[src/rtl/apd_ctrl.sv]
module apd_ctrl #(
  parameter int ADDR_W      = 13,
  parameter int DATA_W      = 8,
  parameter int IDLE_CYCLES = 16
) (
  input  logic              clk,
  input  logic              rst_n,
  input  logic              sel_n,
  input  logic              wr_n,
  input  logic              clr_n,
  input  logic [ADDR_W-1:0] addr,
  input  logic [DATA_W-1:0] data,
  output logic              pwr_on
);
  localparam int CNT_W = $clog2(IDLE_CYCLES + 1);

  logic              sel_q, wr_q, clr_q;
  logic [ADDR_W-1:0] addr_q;
  logic [DATA_W-1:0] data_q;
  logic [CNT_W-1:0]  idle_cnt;

  wire sel_fall = sel_q & ~sel_n;
  wire wr_fall  = ~sel_n & wr_q & ~wr_n;
  wire addr_chg = ~sel_n & (addr != addr_q);
  wire data_chg = ~sel_n & ~wr_n & (data != data_q);
  wire clr_fall = clr_q & ~clr_n;
  wire wake     = sel_fall | wr_fall | addr_chg | data_chg | clr_fall;
  wire standby  = sel_n & clr_n;

  always_ff @(posedge clk or negedge rst_n) begin
    if (!rst_n) begin
      sel_q  <= 1'b1;
      wr_q   <= 1'b1;
      clr_q  <= 1'b1;
      addr_q <= '0;
      data_q <= '0;
    end else begin
      sel_q  <= sel_n;
      wr_q   <= wr_n;
      clr_q  <= clr_n;
      addr_q <= addr;
      data_q <= data;
    end
  end

  always_ff @(posedge clk or negedge rst_n) begin
    if (!rst_n)                idle_cnt <= '0;
    else if (wake)             idle_cnt <= CNT_W'(IDLE_CYCLES);
    else if (standby)          idle_cnt <= '0;
    else if (idle_cnt != '0)   idle_cnt <= idle_cnt - 1'b1;
  end

  assign pwr_on = (idle_cnt != '0);
endmodule

[config.mk]
export PLATFORM = sky130hd
export DESIGN_NAME = apd_ctrl
export DESIGN_NICKNAME = d
export VERILOG_FILES = /design/src/rtl/apd_ctrl.sv
export SDC_FILE = /design/constraint.sdc
export NUM_CORES = 1
export LEC_CHECK = 0
export ABC_CLOCK_PERIOD_IN_PS = 1760
export BUFFER_PORTS_ARGS = -buffer_cell sky130_fd_sc_hd__buf_4
export CAP_MARGIN = 20
export CORE_AREA = 2 2 52 54
export CTS_BUF_LIST = sky130_fd_sc_hd__clkbuf_16
export DETAILED_ROUTE_END_ITERATION = 7
export DIE_AREA = 0 0 54 56
export GPL_ROUTABILITY_DRIVEN = 0
export HOLD_SLACK_MARGIN = 0.06
export PLACE_DENSITY = 0.8
export SLEW_MARGIN = 20
export SYNTH_ARGS = -nofsm -noshare
export SYNTH_HDL_FRONTEND = slang
export SYNTH_SLANG_ARGS = --single-unit
[constraint.sdc]
create_clock -name clk -period 1.76 [get_ports clk]
set_input_delay 0.088 -clock clk [delete_from_list [all_inputs] [get_ports clk]]
set_output_delay 0.088 -clock clk [all_outputs]
set_load 0.02 [all_outputs]
==> metrics.md <==
| Metric | Value |
|---|---|
| Initial antenna violation count | `0` |
| Highest-delay cell along the critical path | `dlygate4sd3_1` |
| Cell Chain, Critical Path | `dlygate4sd3_1 > buf_4 > xor2_1 > nor4_4 > a31oi_4 > a2111oi_4` |
| Avg Inst Size Synth | `13.65 um2` |
| Leading area contributor after synthesis | `dfrtp_1` |
| Layout cell share with drive strength beyond 1 | `30.14%` |
| ANT cells | `0` |
| Sw Share | `22.37%` |
| Worst Max-Slew Pin Slew | `0.3647 ns` |
| I/O pins | `27` |
| Syn Std Cell Area | `1187 um2` |
| Num CTS Buffers | `5` |
| Synth Area in Adders | `2.107%` |
| Tmin final | `1.704 ns` |
| Worst slew margin | `75.51%` |
| Post-CTS setup buffer count | `0` |
| Via density | `4.778` |
| Final Instance Count excl. Fillers | `176` |
| Achievable Freq | `587.0 MHz` |
| Core area | `2432 um2` |
| Count of final setup violators | `0` |
| Via count | `841` |
| Iter 0 DRT Violations | `12` |
| Clk Latency, worst-skew pair | `0.27 ns` |
| Total gr overflow | `0` |
| Drt drc | `0` |
| Post-synthesis xor/xnor area fraction | `16.23%` |
| Clock Skews | `0.002770 ns` |
| Largest family of logic cells by synthesized area | `XOR/XNOR gates` |
| Seq cells post-synth | `29` |
| Synthesized netlist cell count | `87` |
| Synthesis Warnings | `0` |
| Largest net degree at the start of global routing | `30` |
| PnR worst setup slack | `0.05634 ns` |
| Area delta synth->final | `55.85%` |
| Die height | `56 um` |
| WL/cell | `14.43 um` |
| Peak supply drop | `1.007 mV` |
| Slowest stage delay, CP | `0.55 ns` |
| Fin Hold WS | `0.2751 ns` |
| Most frequent cells in the layout | `dfrtp_1, buf_4, dlygate4sd3_1` |
| Clock Power Share | `44.1%` |
| Mux contribution to synthesized area | `2.740%` |
| Vias in the first global route | `888` |
| Final Slew Violations | `0` |
| Worst Setup SP | `addr[5]` |
| First-pass GRT wire length | `3960 um` |
| P_leak | `0.8184 nW` |
| Post-synthesis compound-gate area fraction | `6.217%` |
| All-Layer GR Usage | `19.01%` |
| Psw | `0.3887 mW` |
| Synth top area share | `54.79%` |
| Seq/Total Area, Yosys | `61.43%` |
| Critical path required time | `1.93 ns` |
| Dominant cells by area after synthesis | `dfrtp_1, xnor2_1, dfstp_2` |
| Kind of critical path | `primary input to register` |
| Placed insts | `143` |
| Simple-Gate Fraction of Synth Area | `9.694%` |
| Clk buf depth | `2` |
| Worst R2R Path Depth | `5` |
| Clock Sinks | `29` |
| WP data arrival | `1.87 ns` |
| Starting Density | `48.82%` |
| Antenna Nets Post-Route | `0` |
| Gate power share | `14.2%` |
| CP max FO | `4` |
| Total of max-cap violations | `0` |
| Int Pwr | `1.349 mW` |
| Syn_nets | `115` |
| Power Density | `938.9 nW/um2` |
| Worst slack, placed | `0.2123 ns` |
| Sequential power share | `41.7%` |
| Hold Path Class | `primary input to async pin` |
| Root Driver | `clkbuf_16` |
| Worst r2r src | `addr_q[6]` |
| I/O Buffers | `26` |
| Hold Vio Cnt, Final | `0` |
| Fin crit share | `96.80%` |
| Dpl hpwl | `1368 um` |
| Synth cell types | `23` |
| Router iterations before antenna repair | `3` |
| Row Count | `18` |
| CTS tree | `built` |
| Status | `completed` |
| Nets | `173` |
| H-tree depth | `2` |
| Setup crit end kind | `register` |
| Worst-path clk slew | `0.05 ns` |
| Wirelength, routed | `2539 um` |
| Die Wd | `54 um` |
| Die area | `3024 um2` |
| Type of origin of the critical path | `primary input` |
==> cell families (layout without fill, tap and decap cells) <==
family          after synthesis  count (layout)
fa+ha+maj                     2               2
mux                           3               3
simple gates                 19              19
flops                        29              29
xor+xnor                     22              22
compound gates                7               7
buf+inv                       5              64
==> area by class of cell <==
class	count	area [um2]
inverters	5	18.77
clock inverters	3	11.26
fillers	161	581.8
clock buffers	5	125.1
well taps	30	37.54
multi-input cells	53	483.0
repair buffers	51	445.4
flip-flops and latches	29	729.5
==> what timing repair did <==
action / in CTS / in global routing
hold buffers: 25 / 0
hold endpoints to repair: 53 / 0
resized for setup: 0 / 6
endpoints found under the setup margin: 0 / 1
==> routing by layer <==
layer  routed length [um]  vias up  part of all wire [%]  global-route usage (%)
li1                     -      407                     -                       -
met1                 1005      409                    40                   23.84
met2                 1380       19                    54                   28.57
met3                  103        6                   4.1                   7.258
met4                   49        0                   1.9                   8.571
met5                    0        -                     0                       0
==> cell usage after synthesis <==
library cell and instances:
dfrtp_1 26, xnor2_1 17, inv_1 5, xor2_1 5, nand4_1 4, nor2_1 4, nor3_1 4, dfstp_2 3
nand2_1 3, ha_1 2, mux2_2 2, a2111oi_4 1, a21o_1 1, a21oi_1 1, a31oi_2 1, mux2i_1 1
nand3_1 1, nand3b_1 1, nor3_2 1, nor4_4 1, o211ai_1 1, o21ai_0 1, o221ai_1 1
==> per-stage QoR <==
| step | total power [mW] | TNS (ns) | cell area [um2] | utilization (%) |
|---|---|---|---|---|
| 5_1_grt | 1.817 | -0.06415 | 1851 | 76.08 |
| 3_3_place_gp | 0.9114 | 0 | 1420 | 58.38 |
| 3_5_place_dp | 0.9175 | 0 | 1420 | 58.38 |
| 4_1_cts | 1.734 | 0 | 1807 | 74.28 |
| 6_report | 1.737 | 0 | 1851 | 76.08 |
| 2_1_floorplan | 0.8318 | 0 | 1187 | - |
==> power groups by stage <==
stage | registers, mW | clock network, mW | logic, mW
finish | 0.724 | 0.766 | 0.247
global route | 0.726 | 0.823 | 0.268
CTS | 0.723 | 0.780 | 0.232
detailed placement | 0.733 | 0 | 0.185
global placement | 0.730 | 0 | 0.181
floorplan | 0.729 | 0 | 0.103
==> registers in the layout, summed over array words and instances, names as in the netlist <==
register	cells
data_q	8
idle_cnt	5
wr_q	1
sel_q	1
clr_q	1
addr_q	13
==> critical path, delay by kind of cell <==
kind                      cells  cell delay, ns
AOI/OAI and AO/OA             2            0.51
xor gates and xnor gates      1            0.16
buffers and inverters         2            0.69
and+or+nand+nor               1            0.42
==> path summary, 6_finish.rpt <==
kind | to | slack [ns]
worst min register to register | idle_cnt[0] | 0.58
worst max register to register | idle_cnt[1] | 0.14
worst max-delay path | idle_cnt[1] | 0.06
min in group clk | data_q[6] | 0.48
worst min-delay path | data_q[6] | 0.28
max in group asynchronous | clr_q | 1.18
No activity file was read; power rests on OpenSTA's default activity.
